`src/rtl/pix_point_alu.sv`:
```
module pix_point_alu #(
  parameter int W    = 8,
  parameter int MAXD = 3,
  parameter int MCW  = 10
) (
  input  logic                        clk,
  input  logic                        rst_n,
  input  logic                        frame_clr,
  input  logic                        hold,
  input  logic                        mc_we,
  input  logic [MCW-1:0]              mc_in,
  input  logic                        dly_we,
  input  logic [$clog2(MAXD+1)-1:0]   dly_in,
  input  logic                        b_en,
  input  logic [W-1:0]                cin,
  input  logic [W-1:0]                pix_in,
  output logic [W-1:0]                pix_out
);
  localparam int DW = $clog2(MAXD+1);
  localparam logic [MCW-1:0] MC_RESET = MCW'(10'b000_0011000);

  localparam logic [6:0] OP_ZERO = 7'b0000000;
  localparam logic [6:0] OP_ONES = 7'b1111000;
  localparam logic [6:0] OP_A    = 7'b0011000;
  localparam logic [6:0] OP_B    = 7'b0101000;
  localparam logic [6:0] OP_NA   = 7'b1100000;
  localparam logic [6:0] OP_NB   = 7'b1010000;
  localparam logic [6:0] OP_ADD  = 7'b0110001;
  localparam logic [6:0] OP_AMB  = 7'b1001010;
  localparam logic [6:0] OP_BMA  = 7'b1001100;
  localparam logic [6:0] OP_AND  = 7'b0001000;
  localparam logic [6:0] OP_OR   = 7'b0111000;
  localparam logic [6:0] OP_NAND = 7'b1110000;
  localparam logic [6:0] OP_XOR  = 7'b0110000;
  localparam logic [6:0] OP_XNOR = 7'b1001000;

  logic [MCW-1:0] mc_q;
  logic [DW-1:0]  dly_q;
  logic [W-1:0]   b_q;
  logic [W-1:0]   dline [MAXD];
  logic [W-1:0]   a_op, fn_res, sh_res;
  logic           step;

  assign step = !hold;

  always_ff @(posedge clk or negedge rst_n) begin
    if (!rst_n) begin
      mc_q  <= MC_RESET;
      dly_q <= '0;
    end else begin
      if (mc_we)  mc_q  <= mc_in;
      if (dly_we) dly_q <= dly_in;
    end
  end

  always_ff @(posedge clk or negedge rst_n) begin
    if (!rst_n)              b_q <= '0;
    else if (step && b_en)   b_q <= cin;
  end

  for (genvar i = 0; i < MAXD; i++) begin : g_dly
    logic [W-1:0] d_src;
    if (i == 0) begin : g_head
      assign d_src = pix_in;
    end else begin : g_tail
      assign d_src = dline[i-1];
    end
    always_ff @(posedge clk or negedge rst_n) begin
      if (!rst_n)         dline[i] <= '0;
      else if (frame_clr) dline[i] <= '0;
      else if (step)      dline[i] <= d_src;
    end
  end

  always_comb begin
    a_op = pix_in;
    for (int i = 1; i <= MAXD; i++)
      if (dly_q == DW'(i)) a_op = dline[i-1];
  end

  always_comb begin
    case (mc_q[6:0])
      OP_ZERO: fn_res = '0;
      OP_ONES: fn_res = '1;
      OP_A:    fn_res = a_op;
      OP_B:    fn_res = b_q;
      OP_NA:   fn_res = ~a_op;
      OP_NB:   fn_res = ~b_q;
      OP_ADD:  fn_res = a_op + b_q;
      OP_AMB:  fn_res = a_op - b_q;
      OP_BMA:  fn_res = b_q - a_op;
      OP_AND:  fn_res = a_op & b_q;
      OP_OR:   fn_res = a_op | b_q;
      OP_NAND: fn_res = ~(a_op & b_q);
      OP_XOR:  fn_res = a_op ^ b_q;
      OP_XNOR: fn_res = ~(a_op ^ b_q);
      default: fn_res = '0;
    endcase
  end

  always_comb begin
    case (mc_q[9:7])
      3'b000:  sh_res = fn_res;
      3'b001:  sh_res = fn_res >> 1;
      3'b010:  sh_res = fn_res >> 2;
      3'b011:  sh_res = fn_res >> 3;
      3'b100:  sh_res = fn_res << 1;
      3'b101:  sh_res = fn_res << 2;
      3'b110:  sh_res = fn_res << 3;
      default: sh_res = '0;
    endcase
  end

  always_ff @(posedge clk or negedge rst_n) begin
    if (!rst_n)         pix_out <= '0;
    else if (frame_clr) pix_out <= '0;
    else if (step)      pix_out <= sh_res;
  end

  AST_HOLD_FREEZE: assert property (@(posedge clk) disable iff (!rst_n)
    (hold && !frame_clr) |=> $stable(pix_out));
  AST_HOLD_B: assert property (@(posedge clk) disable iff (!rst_n)
    hold |=> $stable(b_q));
  AST_FRAME_FLUSH: assert property (@(posedge clk) disable iff (!rst_n)
    frame_clr |=> (pix_out == '0));
  AST_B_LOAD: assert property (@(posedge clk) disable iff (!rst_n)
    (b_en && !hold) |=> (b_q == $past(cin)));
  AST_B_KEEP: assert property (@(posedge clk) disable iff (!rst_n)
    !b_en |=> $stable(b_q));
  AST_PASS_NODELAY: assert property (@(posedge clk) disable iff (!rst_n)
    (mc_q == MC_RESET && dly_q == '0 && !hold && !frame_clr)
      |=> (pix_out == $past(pix_in)));
  AST_ZERO_FN: assert property (@(posedge clk) disable iff (!rst_n)
    (mc_q[6:0] == OP_ZERO && !hold && !frame_clr) |=> (pix_out == '0));
  AST_BAD_SHIFT: assert property (@(posedge clk) disable iff (!rst_n)
    (mc_q[9:7] == 3'b111 && !hold && !frame_clr) |=> (pix_out == '0));
endmodule

```
`config.mk`:
```
export PLATFORM = sky130hd
export DESIGN_NAME = pix_point_alu
export DESIGN_NICKNAME = d
export VERILOG_FILES = /design/src/rtl/pix_point_alu.sv
export SDC_FILE = /design/constraint.sdc
export NUM_CORES = 1
export LEC_CHECK = 0
export BUFFER_PORTS_ARGS = -buffer_cell sky130_fd_sc_hd__buf_2
export CORE_AREA = 2 2 89 91
export DETAILED_ROUTE_END_ITERATION = 10
export DIE_AREA = 0 0 91 93
export PLACE_DENSITY_LB_ADDON = 0.05
export SYNTH_ARGS = -nofsm -noshare
export SYNTH_HDL_FRONTEND = slang
export SYNTH_SLANG_ARGS = --single-unit
```
`constraint.sdc`:
```
create_clock -name clk -period 4.6 [get_ports clk]
set_input_delay 0.69 -clock clk [delete_from_list [all_inputs] [get_ports clk]]
set_output_delay 0.69 -clock clk [all_outputs]
set_load 0.01 [all_outputs]
```
==> out/summary.txt <==
hold_buf cts - 0
layout filler cell count - 699
drt pass-1 iters - 5
Netlist cell types - 71
Clock Skews - 0.0260 ns
initial antenna violation count - 0
Setup crit end kind - flop
ys async rst share - 100%
Clock Latency Late Sink - 0.33 ns
Sw Share - 38.2%
Hold Crit Class - primary input to asynchronous set/reset pin
number of cells on the critical path - 13
die height - 93 microns
DRT antenna net count - 0
vias in the first global route - 3,763
top-count cell post-synth - nor2_1
die width - 91 microns
net switching power - 0.000554 W
Worst R2R End - pix_out[6]$_DFFE_PN0P_
vias - 3,940
worst slew pin tran - 1.00 ns
maximum achievable frequency - 0.239 GHz
DR iter-0 viols - 279
cell family with most CP delay - compound AO/OA/AOI/OAI gates
top cells by area, synth - dfrtp_1 (28%), ha_1 (8.7%), mux2i_1 (7.6%), nor2_1 (4.7%), mux4_1 (3.5%)
Cell Area, Synth - 4470 sq um
FP Rows - 32
total track usage - 28.9%
initial core utilization - 59.4%
power per standard cell area - 301 nW/um^2
Routed WL - 11.9 mm
WP buf/inv - 0
CP cell instances - mux4_1 -> or3_1 -> o21ai_0 -> xnor2_1 -> ha_1 -> or2_2 -> a21oi_1 -> a31oi_1 -> xnor2_1 -> or3_1 -> nand3_1 -> a32o_1 -> a211o_1
P_int - 0.000897 W
nets@finish - 592
minimum clock period after layout - 4.19 ns
syn_nets - 565
Yosys top cell by area - dfrtp_1
FF-to-FF path depth - 13
most common flop cell mapped by yosys - dfrtp_1
Max-cap violations - 0
max_slew headroom - 32.6%
setup bufs post-CTS - 0
number of synthesized flops with an enable pin - 0
Leakage - 2.25 nW
DRC viols - 0
CTS H-Tree Depth - 2
startpoint types - flop
max incr delay on CP - 0.76 ns
CP arrival - 4.39 ns
non-filler instance count after layout - 628
Critical Path RT - 4.80 ns
critical path's slowest cell - mux4_1
CTS Buffer Depth - 2
first-pass GRT wire length - 19.5 mm
final hold violation count - 0
CTS tree - built
clock power share - 23.7%
max-slew violation count - 0
post-synthesis sequential area ratio - 29.2%
DP Cell Count - 620
RSZ-0062 raised after global routing - false
DR WL/cell - 18.9 microns
R2R setup slack - 0.41 ns
Clock transition at path regs - 0.13 ns
share of layout cells above drive strength 1 - 16.3%
DR vias/cell - 6.27
post-CTS sizing - 0
setup tns final - 0 ns
Crit Path Category - flop to flop
synthesized instance count - 498
Clock Tree Root - clkbuf_8
worst r2r src - dly_q[0]$_DFFE_PN0P_
sequential power share - 37.0%
TritonCTS buffer count - 5
post-DP HPWL - 8.91 mm
post-synth top area share - 28.0%
port bufs - 42
fin crit share - 91.0%
core area - 7530 sq um
GRT overflow - 0
flip-flop and latch count after synthesis - 52
Avg Cell Area, Syn - 8.98 sq um
clock sink count - 52
Area Overhead vs Synth - 7.78%
worst vdd ir - 192 uV
n_diodes - 0
run status - finished clean
I/O pin total - 43
final-report setup violation count - 0
largest net degree at the start of global routing - 36
top cells by count, synth - nor2_1 (56), dfrtp_1 (50), nand2_1 (39), mux2i_1 (34)
combinational power share - 39.3%
GPL Wtd Cong - 0.966
Synthesis Warnings - 0
DIE AREA - 8460 sq um
critical path fanouts, max - 11
worst max-delay path by stage:
stage | from | endpoint | slack, ns
2_1_floorplan | pix_in[2] | pix_out[6]$_DFFE_PN0P_ | 0.76
3_3_place_gp | dly_q[0]$_DFFE_PN0P_ | pix_out[6]$_DFFE_PN0P_ | 0.40
5_1_grt | dly_q[0]$_DFFE_PN0P_ | pix_out[6]$_DFFE_PN0P_ | 0.15
3_5_place_dp | dly_q[0]$_DFFE_PN0P_ | pix_out[6]$_DFFE_PN0P_ | 0.31
4_1_cts | dly_q[0]$_DFFE_PN0P_ | pix_out[6]$_DFFE_PN0P_ | 0.27
6_report | dly_q[0]$_DFFE_PN0P_ | pix_out[6]$_DFFE_PN0P_ | 0.41
metal layers:
metal	wire, microns	vias up	GRT usage (%)
met5	0	-	0
met4	364	0	9.60
met3	707	27	4.03
met2	5470	143	46.9
met1	5320	1887	40.1
li1	-	1883	-
layout by cell type, fill, tap and decap left out, types with 6 or more instances in the layout:
| cell type | instances |
|---|---|
| a21oi_1 | 14 |
| a22oi_1 | 10 |
| a31oi_1 | 10 |
| and2_1 | 7 |
| buf_2 | 42 |
| buf_4 | 7 |
| dfrtp_1 | 49 |
| ha_1 | 31 |
| inv_1 | 26 |
| mux2_2 | 10 |
| mux2i_1 | 34 |
| mux4_1 | 6 |
| nand2_1 | 39 |
| nand3_1 | 13 |
| nor2_1 | 56 |
| nor3_1 | 6 |
| o211ai_1 | 11 |
| o21ai_0 | 31 |
| or2_2 | 6 |
| xnor2_1 | 11 |
stage by stage:
| stage | hold WS (ns) | worst slack (ns) | instance area, sq um | util [%] | power (W) |
|---|---|---|---|---|---|
| 3_5_place_dp | 0.466 | 0.308 | 4700 | 62.5 | 0.00110 |
| 3_3_place_gp | 0.461 | 0.400 | 4700 | 62.5 | 0.00109 |
| 6_report | 0.352 | 0.414 | 4820 | 64.0 | 0.00145 |
| 4_1_cts | 0.391 | 0.270 | 4820 | 64.0 | 0.00145 |
| 2_1_floorplan | 0.394 | 0.765 | 4470 | - | 0.000970 |
| 5_1_grt | 0.435 | 0.150 | 4820 | 64.0 | 0.00154 |
worst register-to-register path, cell delays in order (launching register included):
cell     delay, ns
dfrtp_2       0.57
mux4_1        0.76
or3_1         0.46
o21ai_0       0.28
xnor2_1       0.16
ha_1          0.27
or2_2         0.33
a21oi_1       0.14
a31oi_1       0.06
xnor2_1       0.19
or3_1         0.13
nand3_1       0.13
a32o_1        0.29
a211o_1       0.29
cell type report:
cell class                 count  area, sq um  share of cell area [%]
tap                          102          128                    2.65
clock buffer                   5         68.8                    1.43
multi-input combinational    391         2910                    60.4
inverter                      26         97.6                    2.02
timing repair buffer          49          263                    5.45
sequential                    52         1310                    27.1
clock inverter                 3         46.3                   0.961
power by group through the flow:
stage               Combinational, W  Clock (W)  Sequential [W]
global route                0.000627   0.000368        0.000543
CTS                         0.000562   0.000353        0.000536
floorplan                   0.000448          0        0.000522
finish                      0.000570   0.000344        0.000537
detailed placement          0.000559          0        0.000545
global placement            0.000551          0        0.000543
cells by family after synthesis:
group           count (synthesis)  share of synthesized area (%)
xor+xnor                       16                           3.13
mux                            52                           14.7
fa+ha+maj                      32                           9.12
buf+inv                        55                           5.74
flops                          52                           29.2
simple gates                  164                           18.0
compound gates                127                           20.1
sequential cells by signal (all words and copies together), names as in the netlist:
signal	cells
mc_q	10
dly_q	2
dline	8
pix_out	8
g_dly.d_src	16
b_q	8
Note: power is estimated with default switching activity, not from simulation.
